**src/rtl/bank_unlock_pkg.sv**
```systemverilog
package bank_unlock_pkg;

  localparam int NIB_W = 4;

  // Built-in unlock pattern, step s in bits [4*s +: 4], nibble {W,X,Y,Z}.
  // Steps 11..15 hold addrW as 0; that bit is masked during compare.
  localparam logic [63:0] DEFAULT_PATTERN = 64'h4615_2E24_8196_C3A5;

  typedef struct packed {
    logic clearCode;   // drop any partially collected bank code
    logic shiftCode;   // push the current addrW into the code register
    logic commit;      // load the collected code into the bank state
  } ctrlStrb_t;

endpackage

```
**src/rtl/bank_unlock_edge.sv**
```systemverilog
module bank_unlock_edge (
  input  logic clk,
  input  logic pwrOk,
  input  logic ceInN,
  output logic fallStb,
  output logic riseStb
);

  logic ceDly;

  always_ff @(posedge clk or negedge pwrOk) begin
    if (!pwrOk) begin
      ceDly <= 1'b1;
    end else begin
      ceDly <= ceInN;
    end
  end

  assign fallStb = ceDly & ~ceInN;
  assign riseStb = ~ceDly & ceInN;

endmodule

```
**src/rtl/bank_unlock_ctrl.sv**
```systemverilog
module bank_unlock_ctrl
  import bank_unlock_pkg::*;
#(
  parameter int NUM_STEPS  = 16,
  parameter int CODE_STEPS = 5,
  localparam int STEP_W    = $clog2(NUM_STEPS)
) (
  input  logic              clk,
  input  logic              pwrOk,
  input  logic              fallStb,
  input  logic              riseStb,
  input  logic              wrN,
  input  logic              stepMatch,
  input  logic              allOnes,
  output logic [STEP_W-1:0] stepIdx,
  output ctrlStrb_t         strb
);

  localparam logic [STEP_W-1:0] FIRST_CODE = STEP_W'(NUM_STEPS - CODE_STEPS);
  localparam logic [STEP_W-1:0] LAST_STEP  = STEP_W'(NUM_STEPS - 1);

  logic [STEP_W-1:0] stepNext;
  logic              armed;
  logic              armedNext;

  always_comb begin
    stepNext  = stepIdx;
    armedNext = armed;
    strb      = '0;
    if (fallStb) begin
      armedNext = 1'b0;
      if (!wrN || allOnes) begin
        stepNext       = '0;
        strb.clearCode = 1'b1;
      end else if (stepMatch) begin
        strb.shiftCode = (stepIdx >= FIRST_CODE);
        if (stepIdx == LAST_STEP) begin
          stepNext  = '0;
          armedNext = 1'b1;
        end else begin
          stepNext = stepIdx + 1'b1;
        end
      end else begin
        stepNext       = '0;
        strb.clearCode = 1'b1;
      end
    end else if (riseStb && armed) begin
      strb.commit = 1'b1;
      armedNext   = 1'b0;
    end
  end

  always_ff @(posedge clk or negedge pwrOk) begin
    if (!pwrOk) begin
      stepIdx <= '0;
      armed   <= 1'b0;
    end else begin
      stepIdx <= stepNext;
      armed   <= armedNext;
    end
  end

endmodule

```
**src/rtl/bank_unlock_dp.sv**
```systemverilog
module bank_unlock_dp
  import bank_unlock_pkg::*;
#(
  parameter int          NUM_STEPS  = 16,
  parameter int          CODE_STEPS = 5,
  parameter logic [63:0] PATTERN    = DEFAULT_PATTERN,
  localparam int STEP_W = $clog2(NUM_STEPS),
  localparam int BANK_W = CODE_STEPS - 1
) (
  input  logic              clk,
  input  logic              pwrOk,
  input  logic [NIB_W-1:0]  addrNib,
  input  logic              ceInN,
  input  logic [STEP_W-1:0] stepIdx,
  input  ctrlStrb_t         strb,
  output logic              stepMatch,
  output logic              allOnes,
  output logic [BANK_W-1:0] bankSel,
  output logic              ceOutN
);

  localparam logic [STEP_W-1:0] FIRST_CODE = STEP_W'(NUM_STEPS - CODE_STEPS);
  localparam int                CODE_LINE  = NIB_W - 1;

  logic [NIB_W-1:0]      expNib;
  logic                  codeStep;
  logic [NIB_W-1:0]      lineOk;
  logic [CODE_STEPS-1:0] codeSh;
  logic                  bankOn;
  logic [BANK_W-1:0]     bankNum;

  assign expNib   = PATTERN[stepIdx*NIB_W +: NIB_W];
  assign codeStep = (stepIdx >= FIRST_CODE);
  assign allOnes  = &addrNib;

  // Per-line compare; the code line is free in the code-carrying steps.
  for (genvar i = 0; i < NIB_W; i++) begin : g_line
    if (i == CODE_LINE) begin : g_code
      assign lineOk[i] = codeStep | (addrNib[i] == expNib[i]);
    end else begin : g_fixed
      assign lineOk[i] = (addrNib[i] == expNib[i]);
    end
  end

  assign stepMatch = &lineOk;

  always_ff @(posedge clk or negedge pwrOk) begin
    if (!pwrOk) begin
      codeSh <= '0;
    end else if (strb.clearCode) begin
      codeSh <= '0;
    end else if (strb.shiftCode) begin
      codeSh <= {codeSh[CODE_STEPS-2:0], addrNib[CODE_LINE]};
    end
  end

  always_ff @(posedge clk or negedge pwrOk) begin
    if (!pwrOk) begin
      bankOn  <= 1'b0;
      bankNum <= '0;
    end else if (strb.commit) begin
      bankOn  <= codeSh[CODE_STEPS-1];
      bankNum <= codeSh[CODE_STEPS-1] ? codeSh[BANK_W-1:0] : '0;
    end
  end

  assign bankSel = bankNum;
  assign ceOutN  = bankOn ? ceInN : 1'b1;

endmodule

```
**src/rtl/bank_unlock.sv**
```systemverilog
module bank_unlock
  import bank_unlock_pkg::*;
#(
  parameter int          NUM_STEPS  = 16,
  parameter int          CODE_STEPS = 5,
  parameter logic [63:0] PATTERN    = DEFAULT_PATTERN,
  localparam int STEP_W = $clog2(NUM_STEPS),
  localparam int BANK_W = CODE_STEPS - 1
) (
  input  logic              clk,
  input  logic              pwrOk,
  input  logic              ceInN,
  input  logic              wrN,
  input  logic              addrW,
  input  logic              addrX,
  input  logic              addrY,
  input  logic              addrZ,
  output logic [BANK_W-1:0] bankSel,
  output logic              ceOutN
);

  logic              fallStb;
  logic              riseStb;
  logic              stepMatch;
  logic              allOnes;
  logic [STEP_W-1:0] stepIdx;
  ctrlStrb_t         strb;
  logic [NIB_W-1:0]  addrNib;

  assign addrNib = {addrW, addrX, addrY, addrZ};

  bank_unlock_edge u_edge (
    .clk     (clk),
    .pwrOk   (pwrOk),
    .ceInN   (ceInN),
    .fallStb (fallStb),
    .riseStb (riseStb)
  );

  bank_unlock_ctrl #(
    .NUM_STEPS  (NUM_STEPS),
    .CODE_STEPS (CODE_STEPS)
  ) u_ctl (
    .clk       (clk),
    .pwrOk     (pwrOk),
    .fallStb   (fallStb),
    .riseStb   (riseStb),
    .wrN       (wrN),
    .stepMatch (stepMatch),
    .allOnes   (allOnes),
    .stepIdx   (stepIdx),
    .strb      (strb)
  );

  bank_unlock_dp #(
    .NUM_STEPS  (NUM_STEPS),
    .CODE_STEPS (CODE_STEPS),
    .PATTERN    (PATTERN)
  ) u_dp (
    .clk       (clk),
    .pwrOk     (pwrOk),
    .addrNib   (addrNib),
    .ceInN     (ceInN),
    .stepIdx   (stepIdx),
    .strb      (strb),
    .stepMatch (stepMatch),
    .allOnes   (allOnes),
    .bankSel   (bankSel),
    .ceOutN    (ceOutN)
  );

endmodule

```
**config.mk**
```make
export PLATFORM = sky130hd
export DESIGN_NAME = bank_unlock
export DESIGN_NICKNAME = d
export VERILOG_FILES = /design/src/rtl/bank_unlock_pkg.sv /design/src/rtl/bank_unlock_edge.sv /design/src/rtl/bank_unlock_ctrl.sv /design/src/rtl/bank_unlock_dp.sv /design/src/rtl/bank_unlock.sv
export SDC_FILE = /design/constraint.sdc
export NUM_CORES = 1
export LEC_CHECK = 0
export BUFFER_PORTS_ARGS = -buffer_cell sky130_fd_sc_hd__buf_4
export CAP_MARGIN = 10
export CORE_ASPECT_RATIO = 0.9
export CORE_MARGIN = 1
export CORE_UTILIZATION = 59
export CTS_CLUSTER_DIAMETER = 30
export DETAILED_ROUTE_END_ITERATION = 10
export PLACE_DENSITY = 0.79
export SYNTH_ARGS = -nofsm -noshare
export SYNTH_HDL_FRONTEND = slang
export SYNTH_HIERARCHICAL = 1
export SYNTH_SLANG_ARGS = --single-unit
```
**constraint.sdc**
```tcl
create_clock -name clk -period 6.95 [get_ports clk]
set_input_delay 0.695 -clock clk [delete_from_list [all_inputs] [get_ports clk]]
set_output_delay 0.695 -clock clk [all_outputs]
set_load 0.02 [all_outputs]
```
==> flow_metrics.py, run 1 <==
metrics = {
    "floorplanning": {
        "start_util_pct": 64.2,
        "io_pins": 13,
        "die_area_mm2": 0.00178,
        "die_y_um": 40.1,
        "num_rows": 13,
        "core-area_mm2": 0.00148,
        "die_x_um": 44.3,
    },
    "logic_synthesis": {
        "yosys_warnings": 6,
        "synth_edf_count": 0,
        "synth_top_area_cell": "dfrtp_1",
        "synth_top_area_share_pct": 39.5,
        "ys_ff_latch": 16,
        "synthesis.nets": 111,
        "synth.avg_cell_area_um2": 9.70,
        "synthTopCellsByArea": "dfrtp_1, ha_1, mux2i_1, o21ai_0, inv_1",
        "async_flop_share_pct": 100,
        "synthCells": 98,
        "ys_seq_area_share_pct": 42.2,
        "synth_cell_type_count": 32,
        "synth_ff_type": "dfrtp_1",
        "synth_area_um2": 951,
    },
    "min_path": {
        "hold_path_class": "in -> async",
    },
    "finish": {
        "final_cell_mix": "dfrtp_1, buf_4, inv_1",
        "drive_gt1_share_pct": 23.2,
        "areaGrowthSynthToFinish_pct": 15.4,
        "multiInputGateArea_um2": 504,
        "nNetsFinal": 126,
        "final_common_cell": "dfrtp_1",
        "antenna_cells": 0,
        "fillCellCount": 118,
        "seq_area_um2": 402,
    },
    "routing": {
        "drt_iter0_markers": 7,
        "routed_wl_um": 1570,
        "drt-pass1-iter-count": 4,
        "vias": 692,
        "wl_per_cell_um": 11.7,
        "via_per_inst": 5.16,
        "detail-route-antenna-nets": 0,
        "drc": 0,
    },
    "outcome": {
        "status": "finished clean",
    },
    "run": {
        "drv_cap": 0,
    },
    "clock_network": {
        "cts_root_buf": "clkbuf_4",
        "worst_skew_pair.late_latency_ns": 0.28,
        "htreeDepth": 1,
        "postCtsSetupBuffers": 0,
        "clkSlewWorstSetupHoldPaths_ns": 0.09,
        "clock_path_buffers": 2,
        "cts_resized": 0,
        "numCtsBuffers": 3,
        "cts_tree": "built",
        "postCtsHoldBufs": 0,
        "cts_sinks": 16,
    },
    "critical_path": {
        "endpoint_kind": "flop",
        "crit_end": "u_dp/codeSh[2]$_DFFE_PN0P_",
        "required_ns": 7.13,
        "startpoint": "u_ctl/stepIdx[0]$_DFFE_PN0P_",
        "arrival_ns": 3.25,
        "r2r_end": "u_dp/codeSh[2]$_DFFE_PN0P_",
        "r2r_setup_slack_ns": 3.87,
        "reg2reg_from": "u_ctl/stepIdx[0]$_DFFE_PN0P_",
        "critPathKind": "reg -> reg",
        "worstSetupStartpointType": "flop",
        "r2r_cells": 12,
        "crit_path_max_fanout": 11,
    },
    "global_route": {
        "globalRouteMet1Util_pct": 29.3,
        "grt_start_max_net_pins": 17,
        "antenna_found_initial": 0,
        "grt_pass1_wl_um": 2480,
        "globalRouteMet2Util_pct": 29.0,
        "grtUsageTotal_pct": 19.6,
        "met3_usage_pct": 4.05,
        "overflow": 0,
        "grt_pass1_vias": 564,
        "busiest_layer": "met1",
    },
    "power": {
        "clkPwrFrac_pct": 35.4,
        "swShare_pct": 21.4,
        "p_int_mw": 0.133,
        "power.density_mw_per_mm2": 154,
        "p_comb_share_pct": 8.5,
        "leakagePower_nw": 0.499,
        "max-vdd-ir-drop_mv": 0.138,
        "seqPwrFrac_pct": 56.1,
        "power_switching_mw": 0.0362,
    },
    "place": {
        "place.gp.congestion": 0.806,
        "post-place-ws_ns": 3.88,
        "portBuffers": 12,
        "dp_hpwl_um": 1140,
    },
    "timing": {
        "finalSetupViolCount": 0,
        "relSlewSlack_pct": 60.2,
        "period_needed_ns": 3.08,
        "fin_skew_ns": 0.00554,
        "slew_viol_final": 0,
        "hold_violations": 0,
        "tightest_slew_ns": 0.596,
        "rsz0062_at_grt": "false",
        "setup_slack_ns": 3.87,
        "fmax_mhz": 325,
        "hold_ws_ns": 0.251,
        "setup_tns_ns": 0,
        "period_share_pct": 44.3,
    },
}
cell families (layout without fill, tap and decap cells):
logic type	Yosys count	count (layout)	share of synthesized area, %
buffers and inverters	12	26	4.74
xor gates and xnor gates	5	5	4.61
AOI/OAI and AO/OA	18	18	12.2
muxes	7	7	7.63
adders and majority gates	5	5	6.58
DFF	16	16	42.2
and+or+nand+nor	35	35	22.0
power by group through the flow:
stage | Sequential (mW) | Combinational (mW) | Clock, mW
floorplan | 0.0963 | 0.00764 | 0
global placement | 0.0964 | 0.0143 | 0
detailed placement | 0.0965 | 0.0145 | 0
CTS | 0.0947 | 0.0146 | 0.0624
global route | 0.0949 | 0.0162 | 0.0661
finish | 0.0947 | 0.0143 | 0.0597
worst min path at each step:
stage,start,end,slack (ns),cells past startpoint
3_3_place_gp,u_dp/bankOn$_DFFE_PN0P_,u_dp/bankOn$_DFFE_PN0P_,0.50,1
5_1_grt,pwrOk,u_dp/bankSel[1]$_DFFE_PN0P_,0.25,1
4_1_cts,pwrOk,u_dp/bankSel[1]$_DFFE_PN0P_,0.25,1
6_report,pwrOk,u_dp/bankSel[1]$_DFFE_PN0P_,0.25,1
2_1_floorplan,pwrOk,u_ctl/armed$_DFFE_PN0P_,0.40,0
3_5_place_dp,u_dp/bankOn$_DFFE_PN0P_,u_dp/bankOn$_DFFE_PN0P_,0.50,1
synth_stat cells, types with 2 or more instances:
master	n
xor2_1	2
xnor2_1	3
and2b_2	2
a21oi_1	4
nand2b_1	4
mux2_2	2
clkbuf_1	2
mux2i_1	5
nand3_1	7
dfrtp_1	15
nor2_1	9
o211ai_1	2
ha_1	5
o21ai_0	9
inv_1	10
routing by layer:
metal	vias up	routed length (µm)
met5	-	0
met4	0	5
met3	2	80
met2	20	625
met1	305	856
li1	365	-
cell type report:
| cell class | instances | share of cell area (%) |
|---|---|---|
| multi-input cells | 70 | 46.0 |
| flip-flops and latches | 16 | 36.6 |
| repair buffers | 12 | 8.21 |
| inverters | 10 | 3.42 |
| clock buffers | 4 | 3.31 |
| well taps | 22 | 2.51 |
registers in the layout, indices dropped and copies added, names as in the netlist:
| signal | flops |
|---|---|
| u_dp/codeSh | 5 |
| u_ctl/stepIdx | 4 |
| u_dp/bankSel | 4 |
| u_ctl/armed | 1 |
| u_dp/bankOn | 1 |
| u_edge/ceDly | 1 |
stage by stage:
step	utilization [%]	std cells	power, mW	instance area [µm²]
after detailed placement	71.7	130	0.111	1060
final	74.1	134	0.169	1100
after global routing	74.1	134	0.177	1100
after global placement	71.7	130	0.111	1060
after floorplan	-	98	0.104	951
after CTS	74.1	134	0.172	1100
worst max-delay path, stage by stage, from the launching register on:
cell and delay (ns):
dfrtp_1 0.57, inv_1 0.12, ha_1 0.32, nor2_1 0.12
nor3_2 0.06, a221oi_2 0.20, xnor2_1 0.09, nor4_1 0.36
and3b_2 0.31, nand2_4 0.08, nor2_1 0.45, mux2i_1 0.24
nor2_1 0.05
(Power assumes the default switching activity.)
==> run 2: changes to the inputs <==
Settings changed: CORE_UTILIZATION 59 to 49, PLACE_DENSITY 0.79 to 0.69.
Clock period 6.95 ns to 2.5 ns, I/O delays scaled along.
==> flow_metrics.py, run 2 (synthesis gave the netlist of run 1 again) <==
metrics = {
    "clock_network": {
        "htreeDepth": 1,
        "cts_tree": "built",
        "worst_skew_pair.late_latency_ns": 0.29,
        "numCtsBuffers": 3,
        "clock_path_buffers": 2,
        "cts_root_buf": "clkbuf_4",
        "cts_sinks": 16,
        "clkSlewWorstSetupHoldPaths_ns": 0.10,
    },
    "global_route": {
        "grt_start_max_net_pins": 17,
        "antenna_found_initial": 0,
        "overflow": 0,
        "grt_pass1_wl_um": 3330,
        "grt_pass1_vias": 739,
        "grtUsageTotal_pct": 20.9,
    },
    "timing": {
        "finalSetupViolCount": 0,
        "fin_skew_ns": 0.0112,
        "relSlewSlack_pct": 61.3,
        "period_needed_ns": 2.42,
        "setup_tns_ns": 0,
        "hold_violations": 0,
        "fmax_mhz": 413,
        "period_share_pct": 96.7,
        "tightest_slew_ns": 0.579,
        "rsz0062_at_grt": "true",
        "slew_viol_final": 0,
    },
    "floorplanning": {
        "die_area_mm2": 0.00212,
        "num_rows": 14,
        "io_pins": 13,
        "core-area_mm2": 0.00175,
        "die_y_um": 43.8,
        "start_util_pct": 54.3,
        "die_x_um": 48.4,
    },
    "power": {
        "leakagePower_nw": 0.560,
        "max-vdd-ir-drop_mv": 0.366,
        "p_total_mw": 0.483,
        "power.density_mw_per_mm2": 390,
    },
    "critical_path": {
        "critPathKind": "reg -> reg",
        "crit_path_max_fanout": 5,
        "worstSetupStartpointType": "flop",
        "required_ns": 2.67,
        "endpoint_kind": "flop",
        "r2r_setup_slack_ns": 0.08,
        "arrival_ns": 2.59,
        "r2r_cells": 13,
    },
    "finish": {
        "top_register": "u_dp/codeSh",
        "antenna_cells": 0,
        "final_common_cell": "buf_4",
        "multiInputGateArea_um2": 542,
        "areaGrowthSynthToFinish_pct": 30.1,
        "fillCellCount": 144,
        "fin_util_pct": 70.6,
        "seq_area_um2": 405,
        "largest_reg_flops": 5,
        "final_cell_mix": "buf_4, dfrtp_1, o21ai_0",
        "nNetsFinal": 138,
        "drive_gt1_share_pct": 37.9,
    },
    "outcome": {
        "status": "finished clean",
    },
    "routing": {
        "drc": 0,
        "vias": 752,
        "via_per_inst": 5.08,
        "routed_wl_um": 1820,
        "drt_iter0_markers": 13,
        "drt-pass1-iter-count": 4,
        "wl_per_cell_um": 12.3,
        "detail-route-antenna-nets": 0,
    },
    "place": {
        "dp_hpwl_um": 1360,
        "portBuffers": 12,
        "place.gp.congestion": 0.826,
    },
    "run": {
        "drv_cap": 0,
    },
    "min_path": {
        "worst_hold_path.num_cells": 1,
        "hold_path_class": "in -> reg",
    },
}
## run 2: per-layer routing
| layer | global-route usage (%) | vias up | share of wire, % |
|---|---|---|---|
| met5 | 0 | - | 0 |
| met4 | 7.06 | 0 | 0 |
| met3 | 5.26 | 0 | 1.9 |
| met2 | 33.8 | 6 | 48 |
| met1 | 27.9 | 357 | 50 |
| li1 | - | 389 | - |
## run 2: power by group
part | total [mW] | internal, mW | switching [mW]
sequential | 0.262 | 0.261 | 0.00118
clock | 0.169 | 0.0886 | 0.0802
combinational | 0.0517 | 0.0262 | 0.0254
## run 2: final cells by class
cell class / instances / share of cell area [%]
Clock buffer: 4 / 2.93
Sequential cell: 16 / 32.8
Tap cell: 24 / 2.43
Inverter: 10 / 3.03
Multi-Input combinational cell: 70 / 43.8
Timing Repair Buffer: 24 / 15.1
## run 2: critical path, stage by stage (launching register included)
cell	delay, ns
dfrtp_2	0.44
inv_2	0.09
ha_4	0.21
nor2_4	0.10
nor3_2	0.05
a221oi_2	0.20
xnor2_1	0.10
nor4_2	0.31
and3b_2	0.26
nand2_4	0.06
nor2_4	0.11
buf_6	0.13
mux2i_1	0.18
nor2_1	0.05
## run 2: what timing repair did
action / 4_1_cts / 5_1_grt
setup buffers: 0 / 2
hold endpoints to repair: 15 / 0
resized for setup: 1 / 8
setup endpoints to repair: 5 / 6
pin swaps: 0 / 4
hold buffers: 1 / 0
## run 2: final timing paths
check	start	end
setup / recovery	u_ctl/stepIdx[0]$_DFFE_PN0P_	u_dp/codeSh[4]$_DFFE_PN0P_
hold / removal	ceInN	u_edge/ceDly$_DFF_PN1_
setup reg to reg	u_ctl/stepIdx[0]$_DFFE_PN0P_	u_dp/codeSh[4]$_DFFE_PN0P_
hold reg to reg	u_dp/bankOn$_DFFE_PN0P_	u_dp/bankOn$_DFFE_PN0P_
max in group asynchronous	pwrOk	u_edge/ceDly$_DFF_PN1_
min in group asynchronous	pwrOk	u_ctl/stepIdx[0]$_DFFE_PN0P_
## run 2: stage by stage
step	cell area, µm²	cells	setup slack [ns]	hold slack [ns]
after floorplan	961	98	0.00708	-0.0456
after global placement	1140	141	0.0351	0.116
after detailed placement	1140	141	-0.00771	0.117
after CTS	1190	146	0.0128	0.0704
after global routing	1240	148	-0.0761	0.0615
final	1240	148	0.0816	0.0768
